$ cat src/rtl/dacfe_pkg.sv
// Package dacfe_pkg
// Shared widths, the range encoding and the clear-code rule for the
// converter register front end. Assumes a 14-bit code and a 3-bit range.
package dacfe_pkg;
    localparam int CODE_W = 14;
    localparam int SPAN_W = 3;
    localparam int BUS_W  = 16;

    typedef enum logic [SPAN_W-1:0] {
        RNG_UNI_LO  = 3'd0,
        RNG_UNI_HI  = 3'd1,
        RNG_BIP_SM  = 3'd2,
        RNG_BIP_MD  = 3'd3,
        RNG_BIP_LG  = 3'd4,
        RNG_BIP_OFS = 3'd5,
        RNG_RSV6    = 3'd6,
        RNG_RSV7    = 3'd7
    } range_e;

    localparam logic [CODE_W-1:0] MID_CODE = CODE_W'(1) << (CODE_W-1);
    localparam logic [CODE_W-1:0] QTR_CODE = CODE_W'(1) << (CODE_W-2);

    // Zero-volt code for a given live range
    function automatic logic [CODE_W-1:0] zero_code(input logic [SPAN_W-1:0] rng);
        case (range_e'(rng))
            RNG_BIP_SM, RNG_BIP_MD, RNG_BIP_LG: zero_code = MID_CODE;
            RNG_BIP_OFS:                        zero_code = QTR_CODE;
            default:                            zero_code = '0;
        endcase
    endfunction
endpackage

$ cat src/rtl/dacfe_sync.sv
// Module dacfe_sync
// Multi-stage synchronizer for a vector of independent asynchronous control
// lines. Each bit resets to its own value from RST_VAL. Assumes the bits need
// no mutual coherence.
module dacfe_sync #(
    parameter int           W       = 4,
    parameter int           STAGES  = 2,
    parameter logic [W-1:0] RST_VAL = '0
) (
    input  logic         clk,
    input  logic         rst_n,
    input  logic [W-1:0] d_async,
    output logic [W-1:0] q_sync
);
    logic [W-1:0] chain [STAGES];

    // Shift the raw lines through the flop chain
    always_ff @(posedge clk) begin
        if (!rst_n) begin
            for (int i = 0; i < STAGES; i++) chain[i] <= RST_VAL;
        end else begin
            chain[0] <= d_async;
            for (int i = 1; i < STAGES; i++) chain[i] <= chain[i-1];
        end
    end

    assign q_sync = chain[STAGES-1];
endmodule

$ cat src/rtl/dacfe_chan.sv
// Module dacfe_chan
// One converter channel: code and range staging registers, each feeding a
// live register. Staging loads on a write enable; live follows staging while
// update is high; clear forces both code registers to the zero code of the
// live range and never touches the ranges. Assumes wr_en is already gated off
// during clear.
module dacfe_chan
    import dacfe_pkg::*;
#(
    parameter int CW = CODE_W,
    parameter int SW = SPAN_W,
    parameter int BW = BUS_W
) (
    input  logic          clk,
    input  logic          rst_n,
    input  logic          wr_en,
    input  logic          wr_span,
    input  logic [BW-1:0] bus,
    input  logic          upd_lvl,
    input  logic          clr_lvl,
    output logic [CW-1:0] stg_code,
    output logic [SW-1:0] stg_span,
    output logic [CW-1:0] live_code,
    output logic [SW-1:0] live_span
);
    logic [CW-1:0] clr_val;
    assign clr_val = zero_code(live_span);

    // Code staging register: clear first, then code write
    always_ff @(posedge clk) begin
        if (!rst_n)                   stg_code <= '0;
        else if (clr_lvl)             stg_code <= clr_val;
        else if (wr_en && !wr_span)   stg_code <= bus[CW-1:0];
    end

    // Range staging register: range write only, immune to clear
    always_ff @(posedge clk) begin
        if (!rst_n)                   stg_span <= '0;
        else if (wr_en && wr_span)    stg_span <= bus[SW-1:0];
    end

    // Live code register: clear first, then update copy
    always_ff @(posedge clk) begin
        if (!rst_n)                   live_code <= '0;
        else if (clr_lvl)             live_code <= clr_val;
        else if (upd_lvl)             live_code <= stg_code;
    end

    // Live range register: update copy only
    always_ff @(posedge clk) begin
        if (!rst_n)                   live_span <= '0;
        else if (upd_lvl)             live_span <= stg_span;
    end

    // with no update and no clear the live code holds
    a_r3_live_code_holds: assert property (@(posedge clk) disable iff (!rst_n)
        (!upd_lvl && !clr_lvl) |=> $stable(live_code));

    // with no update the live range holds
    a_r4_live_span_holds: assert property (@(posedge clk) disable iff (!rst_n)
        !upd_lvl |=> $stable(live_span));

    // a clear lands the zero code of the previous live range
    a_r7_clear_code: assert property (@(posedge clk) disable iff (!rst_n)
        clr_lvl |=> (live_code == zero_code($past(live_span))) &&
                    (stg_code == zero_code($past(live_span))));

    // clear leaves the staging range alone
    a_r8_clear_keeps_span: assert property (@(posedge clk) disable iff (!rst_n)
        clr_lvl |=> $stable(stg_span));
endmodule

$ cat src/rtl/dacfe_top.sv
// Module dacfe_top
// Two-channel double-buffered register front end. Synchronizes the strobe
// and select pins, decodes the channel address, builds the settle pulse on
// the update rising edge, and muxes a staging register onto the read port.
// Assumes chan_sel and bus_wdata stay stable while a strobe is active.
module dacfe_top
    import dacfe_pkg::*;
#(
    parameter int CW        = CODE_W,
    parameter int SW        = SPAN_W,
    parameter int BW        = BUS_W,
    parameter int SYNC_STG  = 2
) (
    input  logic          clk,
    input  logic          rst_n,
    input  logic [BW-1:0] bus_wdata,
    input  logic [1:0]    chan_sel,
    input  logic          sel_span,
    input  logic          wr_n,
    input  logic          upd,
    input  logic          clr_n,
    output logic [BW-1:0] rd_data,
    output logic [CW-1:0] code_a,
    output logic [CW-1:0] code_b,
    output logic [SW-1:0] span_a,
    output logic [SW-1:0] span_b,
    output logic          settle_pulse
);
    localparam int NCH   = 2;
    localparam int NCTRL = 4;
    localparam logic [NCTRL-1:0] CTRL_RST = 4'b1001; // clr_n, upd, sel, wr_n

    logic [NCTRL-1:0] ctrl_raw, ctrl_s;
    logic wr_lvl, upd_lvl, sel_s, clr_lvl, upd_prev;
    logic [NCH-1:0] ch_hit;

    logic [CW-1:0] stg_code  [NCH];
    logic [SW-1:0] stg_span  [NCH];
    logic [CW-1:0] live_code [NCH];
    logic [SW-1:0] live_span [NCH];

    assign ctrl_raw = {clr_n, upd, sel_span, wr_n};

    dacfe_sync #(.W(NCTRL), .STAGES(SYNC_STG), .RST_VAL(CTRL_RST)) u_sync (
        .clk     (clk),
        .rst_n   (rst_n),
        .d_async (ctrl_raw),
        .q_sync  (ctrl_s)
    );

    assign wr_lvl  = !ctrl_s[0];
    assign sel_s   =  ctrl_s[1];
    assign upd_lvl =  ctrl_s[2];
    assign clr_lvl = !ctrl_s[3];

    // Address decode: bit 0 picks B, both bits set broadcast, 10 reaches none
    always_comb begin
        case (chan_sel)
            2'b00:   ch_hit = 2'b01;
            2'b01:   ch_hit = 2'b10;
            2'b11:   ch_hit = 2'b11;
            default: ch_hit = 2'b00;
        endcase
    end

    genvar g;
    generate
        for (g = 0; g < NCH; g++) begin : g_ch
            dacfe_chan #(.CW(CW), .SW(SW), .BW(BW)) u_chan (
                .clk       (clk),
                .rst_n     (rst_n),
                .wr_en     (wr_lvl && ch_hit[g] && !clr_lvl),
                .wr_span   (sel_s),
                .bus       (bus_wdata),
                .upd_lvl   (upd_lvl),
                .clr_lvl   (clr_lvl),
                .stg_code  (stg_code[g]),
                .stg_span  (stg_span[g]),
                .live_code (live_code[g]),
                .live_span (live_span[g])
            );
        end
    endgenerate

    // Settle pulse on the synchronized update rising edge
    always_ff @(posedge clk) begin
        if (!rst_n) begin
            upd_prev     <= 1'b0;
            settle_pulse <= 1'b0;
        end else begin
            upd_prev     <= upd_lvl;
            settle_pulse <= upd_lvl && !upd_prev;
        end
    end

    // Readback mux of a staging register, zero-extended
    always_comb begin
        logic idx;
        idx = (chan_sel == 2'b01);
        if (sel_span) rd_data = BW'(stg_span[idx]);
        else          rd_data = BW'(stg_code[idx]);
    end

    assign code_a = live_code[0];
    assign code_b = live_code[1];
    assign span_a = live_span[0];
    assign span_b = live_span[1];

    // the settle pulse never lasts two cycles
    a_r6_pulse_single: assert property (@(posedge clk) disable iff (!rst_n)
        settle_pulse |=> !settle_pulse);

    // a write to address 10 reaches no staging register
    a_r5_unmapped_ignored: assert property (@(posedge clk) disable iff (!rst_n)
        (wr_lvl && chan_sel == 2'b10 && !clr_lvl) |=>
            $stable(stg_code[0]) && $stable(stg_code[1]) &&
            $stable(stg_span[0]) && $stable(stg_span[1]));

    // outputs stay put while only writes happen
    a_r3_write_no_output: assert property (@(posedge clk) disable iff (!rst_n)
        (!upd_lvl && !clr_lvl) |=> $stable(code_a) && $stable(code_b) &&
                                   $stable(span_a) && $stable(span_b));
endmodule

$ cat config.mk
export PLATFORM = sky130hd
export DESIGN_NAME = dacfe_top
export DESIGN_NICKNAME = d
export VERILOG_FILES = /design/src/rtl/dacfe_pkg.sv /design/src/rtl/dacfe_sync.sv /design/src/rtl/dacfe_chan.sv /design/src/rtl/dacfe_top.sv
export SDC_FILE = /design/constraint.sdc
export NUM_CORES = 1
export LEC_CHECK = 0
export ABC_AREA = 1
export BUFFER_PORTS_ARGS = -buffer_cell sky130_fd_sc_hd__buf_2
export CAP_MARGIN = 20
export CELL_PAD_IN_SITES_DETAIL_PLACEMENT = 1
export CELL_PAD_IN_SITES_GLOBAL_PLACEMENT = 1
export CORE_ASPECT_RATIO = 0.8
export CORE_UTILIZATION = 38
export DETAILED_ROUTE_END_ITERATION = 10
export PLACE_DENSITY = 0.75
export SLEW_MARGIN = 20
export SYNTH_ARGS = -nofsm -noshare
export SYNTH_HDL_FRONTEND = slang
export SYNTH_HIERARCHICAL = 1
export SYNTH_SLANG_ARGS = --single-unit
export TNS_END_PERCENT = 5
$ cat constraint.sdc
create_clock -name clk -period 2.36 [get_ports clk]
set_clock_uncertainty 0.1 [all_clocks]
set_input_delay 0.236 -clock clk [delete_from_list [all_inputs] [get_ports clk]]
set_output_delay 0.236 -clock clk [all_outputs]
set_load 0.01 [all_outputs]
==> metrics.txt, run 1 <==
# TYPE chip_impl_metric gauge
chip_impl_info{name="result_of_the_run",value="completed"} 1
chip_impl_metric{name="rrSetupSlack",unit="ns"} 0.66
chip_impl_metric{name="syn_inst",unit=""} 444
chip_impl_info{name="min_from",value="sel_span"} 1
chip_impl_info{name="cts_tree",value="built"} 1
chip_impl_metric{name="ys_seq_elements",unit=""} 78
chip_impl_metric{name="detail_route.wirelength",unit="um"} 8610
chip_impl_metric{name="die-width",unit="um"} 106
chip_impl_metric{name="detailedPlacementHpwl",unit="um"} 6580
chip_impl_metric{name="ff_latch_area",unit="um^2"} 1560
chip_impl_metric{name="min_period_over_period",unit="%"} 71.9
chip_impl_metric{name="max_cap_viols",unit=""} 0
chip_impl_metric{name="io_buffer_count",unit=""} 70
chip_impl_metric{name="area.growth.synth_to_final",unit="%"} 18.5
chip_impl_metric{name="placementRows",unit=""} 29
chip_impl_metric{name="grt_pass1_vias",unit=""} 3047
chip_impl_metric{name="filler_cell_count",unit=""} 1069
chip_impl_metric{name="detailroute.wirelength.met3",unit="um"} 439
chip_impl_metric{name="synth.distinct_cells",unit=""} 22
chip_impl_metric{name="antenna-diode-count",unit=""} 0
chip_impl_metric{name="timing.hold.worst_path_depth",unit=""} 3
chip_impl_metric{name="post_dp_cell_area",unit="um^2"} 3640
chip_impl_metric{name="max_slew.worst_pin.slew",unit="ns"} 0.562
chip_impl_metric{name="netlist.area_leader.share",unit="%"} 47.9
chip_impl_info{name="cp-start-kind",value="register"} 1
chip_impl_metric{name="synth-simple-area-share",unit="%"} 23.7
chip_impl_metric{name="finish.instance_area",unit="um^2"} 3870
chip_impl_metric{name="fp.coreArea",unit="um^2"} 8130
chip_impl_metric{name="slew-limit-headroom",unit="%"} 62.5
chip_impl_metric{name="postSynthAreaPerCell",unit="um^2"} 7.35
chip_impl_metric{name="final_max_slew_viol_count",unit=""} 0
chip_impl_info{name="grt_setup_unrepaired",value="false"} 1
chip_impl_metric{name="cp.arrival",unit="ns"} 1.84
chip_impl_metric{name="gp_congestion",unit=""} 0.813
chip_impl_metric{name="via_density_per_instance",unit=""} 4.87
chip_impl_info{name="top_layer",value="met4"} 1
chip_impl_info{name="timing.rr.start",value="u_sync/chain[0][7]"} 1
chip_impl_info{name="synthTopCellsByArea",value="sky130_fd_sc_hd__dfxtp_1, sky130_fd_sc_hd__nor2_1, sky130_fd_sc_hd__o21ai_0"} 1
chip_impl_metric{name="drtAntennaViolNets",unit=""} 0
chip_impl_metric{name="drc_errors",unit=""} 0
chip_impl_metric{name="route.vias.total",unit=""} 3053
chip_impl_metric{name="cts.sinks",unit=""} 78
chip_impl_metric{name="cts_inserted_buffers",unit=""} 9
chip_impl_metric{name="design.die.area",unit="um^2"} 8960
chip_impl_metric{name="power.static_leakage",unit="nW"} 1.89
chip_impl_metric{name="vdd_ir_drop_max",unit="mV"} 0.290
chip_impl_info{name="hold_class",value="in -> reg"} 1
chip_impl_metric{name="yosys-mux-area-fraction",unit="%"} 0
chip_impl_metric{name="global_route_wire_length_before_repair",unit="um"} 14300
chip_impl_metric{name="tmin_final",unit="ns"} 1.70
chip_impl_info{name="largest_family_of_logic_cells_by_synthesized_area",value="simple AND/OR/NAND/NOR gates"} 1
chip_impl_metric{name="ctsLongestPathBuffers",unit=""} 2
chip_impl_metric{name="multi_input_comb_area",unit="um^2"} 1320
chip_impl_metric{name="nets",unit=""} 540
chip_impl_metric{name="critPathMaxFanout",unit=""} 4
chip_impl_metric{name="worst-endpoint-required",unit="ns"} 2.50
chip_impl_metric{name="synth-compound-area-share",unit="%"} 15.6
chip_impl_metric{name="initialDrtViolationCount",unit=""} 142
chip_impl_metric{name="setup_tns",unit="ns"} 0
chip_impl_metric{name="final-hold-violation-count",unit=""} 0
chip_impl_metric{name="r2r.worst_path.cells",unit=""} 8
chip_impl_metric{name="number_of_antenna_violations_at_the_first_check_in_global_routing",unit=""} 0
chip_impl_metric{name="layout.core_utilization",unit="%"} 47.6
chip_impl_metric{name="grt.total_usage",unit="%"} 20.4
chip_impl_metric{name="initial_utilization",unit="%"} 40.1
chip_impl_info{name="timing.hold.worst_endpoint",value="u_sync/chain[0][1]"} 1
chip_impl_metric{name="xor_xnor_cell_area_share_of_the_yosys_netlist",unit="%"} 0
chip_impl_metric{name="post-cts-setup-buffer-count",unit=""} 0
chip_impl_metric{name="die-height",unit="um"} 84.9
chip_impl_metric{name="drt_pass1_iterations",unit=""} 4
chip_impl_metric{name="ys_seq_area_share",unit="%"} 47.9
chip_impl_metric{name="number_of_placed_i_o_pins",unit=""} 75
chip_impl_metric{name="post_drt_wl_per_cell",unit="um"} 13.7
chip_impl_metric{name="insertion_delay",unit="ns"} 0.36
chip_impl_metric{name="global_route.overflow_total",unit=""} 0
chip_impl_metric{name="drive_gt1_share",unit="%"} 21.4
chip_impl_info{name="clock-root-buffer",value="sky130_fd_sc_hd__clkbuf_8"} 1
chip_impl_metric{name="clk_pin_slew_worst_paths",unit="ns"} 0.09
chip_impl_metric{name="grt_start_max_net_pins",unit=""} 24
chip_impl_info{name="worst-setup-path-type",value="reg -> reg"} 1
chip_impl_info{name="worstSetupEndpointType",value="register"} 1
chip_impl_metric{name="met1Wirelength",unit="um"} 3890
chip_impl_metric{name="cellPowerDensity",unit="nW/um^2"} 689
chip_impl_metric{name="mappedNetlistArea",unit="um^2"} 3260
chip_impl_metric{name="achievable-frequency",unit="MHz"} 589
chip_impl_info{name="reg2reg_to",value="g_ch[0].u_chan/stg_code[12]"} 1
chip_impl_metric{name="post_synth_fa_ha_maj_area_fraction",unit="%"} 0.767
chip_impl_metric{name="h_tree_depth",unit=""} 3
chip_impl_metric{name="synth_warnings",unit=""} 6
chip_impl_metric{name="setup_viol",unit=""} 0
chip_impl_info{name="yosys.area.top_type",value="sky130_fd_sc_hd__dfxtp_1"} 1
chip_impl_metric{name="dr_wl_met2",unit="um"} 4140
==> worst max path at each step <==
stage | startpoint | to | slack, ns | depth (start not counted)
global route | u_sync/chain[0][7] | g_ch[1].u_chan/stg_code[11] | 0.49 | 7
global placement | chan_sel[1] | g_ch[0].u_chan/stg_code[12] | 0.72 | 10
CTS | u_sync/chain[0][7] | g_ch[1].u_chan/stg_code[11] | 0.66 | 7
detailed placement | chan_sel[1] | g_ch[0].u_chan/stg_code[12] | 0.66 | 10
finish | u_sync/chain[0][7] | g_ch[0].u_chan/stg_code[12] | 0.66 | 8
floorplan | u_sync/chain[0][7] | g_ch[0].u_chan/stg_code[4] | 0.71 | 8
==> placed cells by master, fill, tap and decap left out, types with 9 or more instances in the layout <==
cell                       netlist  final
sky130_fd_sc_hd__a21oi_1        26     26
sky130_fd_sc_hd__buf_2          11     70
sky130_fd_sc_hd__clkbuf_8        0      9
sky130_fd_sc_hd__dfxtp_1        78     78
sky130_fd_sc_hd__inv_1          50     50
sky130_fd_sc_hd__nand2_1        58     58
sky130_fd_sc_hd__nand3_1        22     22
sky130_fd_sc_hd__nor2_1         88     88
sky130_fd_sc_hd__o21ai_0        63     63
sky130_fd_sc_hd__o21ai_1        10     10
==> Yosys cell counts, drive strengths merged <==
cell	count
buf	23
nand4	2
nand3	22
o22ai	2
dfxtp	78
nand3b	2
conb	1
nand2	58
or2	1
a21oi	26
inv	56
nor2	98
ha	2
o21ai	73
==> cells by family after synthesis <==
kind of cell / after synthesis
other cells: 1
buf+inv: 79
compound gates: 101
flops: 78
fa+ha+maj: 2
simple gates: 183
==> per-stage QoR <==
stage	std cells	hold WS (ns)	power (mW)	setup WS, ns
after global routing	627	0.0369	2.80	0.486
after CTS	627	0.0287	2.70	0.656
after floorplan	445	0.221	1.60	0.714
after global placement	608	0.273	1.69	0.720
final	627	0.0422	2.66	0.663
after detailed placement	608	0.275	1.70	0.656
==> repair_timing <==
item,4_1_cts,5_1_grt
hold buffers,3,0
hold endpoints to repair,3,0
gates resized for setup,0,0
==> worst max-delay path, stage by stage, from the launching register on <==
cell and delay [ns]:
sky130_fd_sc_hd__dfxtp_1 0.33, sky130_fd_sc_hd__inv_1 0.05, sky130_fd_sc_hd__or2_2 0.29, sky130_fd_sc_hd__nor2_1 0.23, sky130_fd_sc_hd__nand2_1 0.16, sky130_fd_sc_hd__nand2_1 0.14
sky130_fd_sc_hd__inv_1 0.11, sky130_fd_sc_hd__nor2_1 0.14, sky130_fd_sc_hd__nor2_1 0.05
==> flip-flops by register name, indices dropped and copies added (netlist names) <==
register,cells
settle_pulse,1
u_sync/chain,8
g_ch.u_chan/live_code,28
g_ch.u_chan/stg_span,6
g_ch.u_chan/stg_code,28
g_ch.u_chan/live_span,6
upd_prev,1
==> routing by layer <==
layer	vias up	track usage, %
met1	1424	24.8
met2	71	35.4
met5	-	0
met4	0	7.32
met3	14	4.84
li1	1544	-
==> cell type report <==
cell class	instances	share of cell area (%)
Multi-Input combinational cell	288	34.0
Timing Repair Buffer	81	11.4
Clock buffer	9	3.20
Clock inverter	7	1.91
Sequential cell	78	40.4
Tap cell	108	3.49
Inverter	56	5.63
==> power breakdown <==
part	internal, mW	switching, mW
Clock	0.492	0.504
Combinational	0.100	0.176
Sequential	1.36	0.0308
Total	1.95	0.711
Power figures use the tool's default switching activity.
==> inputs of run 2 (changes only) <==
==> constraint.sdc (replaced) <==
create_clock -name clk -period 1.66 [get_ports clk]
set_clock_uncertainty 0.1 [all_clocks]
set_input_delay 0.166 -clock clk [delete_from_list [all_inputs] [get_ports clk]]
set_output_delay 0.166 -clock clk [all_outputs]
set_load 0.01 [all_outputs]
==> run 2 against run 1 <==
Sequential share of layout area fell by 1.3 points. Register-to-register slack got worse by 0.62 ns. Sequential cell count did not move. Power grew 46%. Combinational power grew 53%. Critical path depth unchanged.
==> metrics.txt, run 2 (synthesis gave the netlist of run 1 again) <==
# TYPE chip_impl_metric gauge
chip_impl_metric{name="insertion_delay",unit="ns"} 0.34
chip_impl_metric{name="post_drt_wl_per_cell",unit="um"} 14.1
chip_impl_metric{name="critPathMaxFanout",unit=""} 7
chip_impl_metric{name="post_dp_cell_area",unit="um^2"} 3660
chip_impl_metric{name="filler_cell_count",unit=""} 1061
chip_impl_metric{name="multi_input_comb_area",unit="um^2"} 1330
chip_impl_metric{name="io_buffer_count",unit=""} 70
chip_impl_metric{name="nets",unit=""} 549
chip_impl_metric{name="min_period_over_period",unit="%"} 97.3
chip_impl_metric{name="gp_congestion",unit=""} 0.862
chip_impl_metric{name="setup_viol",unit=""} 0
chip_impl_metric{name="grtUsageMet1",unit="%"} 25.8
chip_impl_metric{name="worst-endpoint-required",unit="ns"} 1.83
chip_impl_info{name="critical-path-top-cell-by-count",value="sky130_fd_sc_hd__inv_1"} 1
chip_impl_metric{name="finish.instance_area",unit="um^2"} 3990
chip_impl_metric{name="number_of_placed_i_o_pins",unit=""} 75
chip_impl_metric{name="placementRows",unit=""} 29
chip_impl_metric{name="drive_gt1_share",unit="%"} 21.8
chip_impl_metric{name="fp.coreArea",unit="um^2"} 8130
chip_impl_metric{name="layout.core_utilization",unit="%"} 49.1
chip_impl_info{name="clock-root-buffer",value="sky130_fd_sc_hd__clkbuf_8"} 1
chip_impl_metric{name="tmin_final",unit="ns"} 1.61
chip_impl_info{name="global_route.peak_usage_layer",value="met2"} 1
chip_impl_info{name="worstSetupEndpointType",value="register"} 1
chip_impl_metric{name="vdd_ir_drop_max",unit="mV"} 0.633
chip_impl_metric{name="clk_pin_slew_worst_paths",unit="ns"} 0.07
chip_impl_metric{name="power.static_leakage",unit="nW"} 1.94
chip_impl_metric{name="area.growth.synth_to_final",unit="%"} 22.4
chip_impl_metric{name="cp.arrival",unit="ns"} 1.79
chip_impl_metric{name="design.die.area",unit="um^2"} 8960
chip_impl_metric{name="global_route.usage.met2",unit="%"} 36.2
chip_impl_metric{name="grt_start_max_net_pins",unit=""} 26
chip_impl_metric{name="via_density_per_instance",unit=""} 4.86
chip_impl_metric{name="final-hold-violation-count",unit=""} 0
chip_impl_metric{name="achievable-frequency",unit="MHz"} 619
chip_impl_info{name="result_of_the_run",value="completed"} 1
chip_impl_info{name="series_of_cell_instances_along_the_critical_path",value="inv_1 > or2_2 > nor2_2 > inv_1 > nor2_4 > buf_12 > nand3_1 > a21oi_1"} 1
chip_impl_info{name="final_cell_mix",value="sky130_fd_sc_hd__nor2_1, sky130_fd_sc_hd__dfxtp_1, sky130_fd_sc_hd__buf_2"} 1
chip_impl_metric{name="global_route_wire_length_before_repair",unit="um"} 14400
chip_impl_info{name="grt_setup_unrepaired",value="true"} 1
chip_impl_metric{name="die-width",unit="um"} 106
chip_impl_metric{name="max_cap_viols",unit=""} 0
chip_impl_info{name="cts_tree",value="built"} 1
chip_impl_metric{name="drtAntennaViolNets",unit=""} 0
chip_impl_info{name="critical_path.slowest_cell",value="sky130_fd_sc_hd__dfxtp_1"} 1
chip_impl_info{name="cp-start-kind",value="register"} 1
chip_impl_metric{name="initial_utilization",unit="%"} 40.1
chip_impl_metric{name="cellPowerDensity",unit="nW/um^2"} 974
chip_impl_info{name="reg.largest.list",value="g_ch.u_chan/live_code (28), g_ch.u_chan/stg_code (28), u_sync/chain (8)"} 1
chip_impl_metric{name="post-layout-total-power",unit="mW"} 3.89
chip_impl_info{name="worst-setup-path-type",value="reg -> reg"} 1
chip_impl_metric{name="h_tree_depth",unit=""} 3
chip_impl_metric{name="detail_route.wirelength",unit="um"} 8940
chip_impl_metric{name="ctsLongestPathBuffers",unit=""} 2
chip_impl_metric{name="final-instance-count-excl-fill",unit=""} 635
chip_impl_info{name="hold_class",value="in -> reg"} 1
chip_impl_metric{name="hold-worst-slack",unit="ns"} 0.0212
chip_impl_metric{name="global_route.overflow_total",unit=""} 0
chip_impl_metric{name="cts_inserted_buffers",unit=""} 9
chip_impl_metric{name="grt_pass1_vias",unit=""} 3049
chip_impl_metric{name="die-height",unit="um"} 84.9
chip_impl_metric{name="antenna-diode-count",unit=""} 0
chip_impl_metric{name="final_max_slew_viol_count",unit=""} 0
chip_impl_metric{name="place.detailed.instances",unit=""} 609
chip_impl_metric{name="detailedPlacementHpwl",unit="um"} 6690
chip_impl_metric{name="global_route.usage.met3",unit="%"} 4.22
chip_impl_metric{name="number_of_antenna_violations_at_the_first_check_in_global_routing",unit=""} 0
chip_impl_metric{name="cts.sinks",unit=""} 78
chip_impl_metric{name="drc_errors",unit=""} 0
chip_impl_metric{name="initialDrtViolationCount",unit=""} 146
chip_impl_metric{name="drt_pass1_iterations",unit=""} 4
chip_impl_metric{name="ff_latch_area",unit="um^2"} 1560
chip_impl_metric{name="route.vias.total",unit=""} 3085
chip_impl_metric{name="grt.total_usage",unit="%"} 20.7
chip_impl_metric{name="max_stage_delay",unit="ns"} 0.31
chip_impl_info{name="layout_commonest_cell",value="sky130_fd_sc_hd__nor2_1"} 1
[run 2: worst paths after layout]
kind                      startpoint  slack, ns                          to  depth (start not counted)
hold / removal          bus_wdata[0]       0.02  g_ch[1].u_chan/stg_span[0]                          3
hold reg to reg             upd_prev       0.29                settle_pulse                          1
setup / recovery  u_sync/chain[0][7]       0.05  g_ch[0].u_chan/stg_code[2]                          8
setup reg to reg  u_sync/chain[0][7]       0.05  g_ch[0].u_chan/stg_code[2]                          8
[run 2: repair_timing]
action,4_1_cts,5_1_grt
pin swaps,0,1
hold endpoints to repair,15,0
setup endpoints to repair,4,24
buffers inserted,0,1
gates resized for setup,2,2
hold buffers,10,0
[run 2: power breakdown]
part           internal [mW]  switching [mW]
clock network          0.831           0.658
logic                  0.162           0.261
registers               1.94          0.0420
[run 2: through the flow]
step | setup TNS [ns] | setup slack [ns]
global placement | 0 | 0.0585
finish | 0 | 0.0454
global route | -1.00 | -0.0802
CTS | 0 | 0.0343
detailed placement | -0.0193 | -0.0111
floorplan | 0 | 0.0141
[run 2: metal layers]
layer	vias up	part of all wire, %
li1	1556	-
met1	1449	47
met2	67	48
met3	13	3.6
met4	0	1.6
met5	-	0
[run 2: worst max-delay path, delay by kind of cell, from the launching register on]
family                 cells  cell delay (ns)
AO/OA/AOI/OAI              1             0.14
buffers and inverters      3             0.27
flip-flops                 1             0.31
AND/OR/NAND/NOR            4             0.72
[run 2: cell type report]
cell class | instances | share of cell area, %
multi-input cells | 288 | 33.2
repair buffers | 90 | 13.8
clock buffers | 10 | 3.20
flip-flops and latches | 78 | 39.1
well taps | 108 | 3.38
clock inverters | 5 | 1.88
inverters | 56 | 5.45
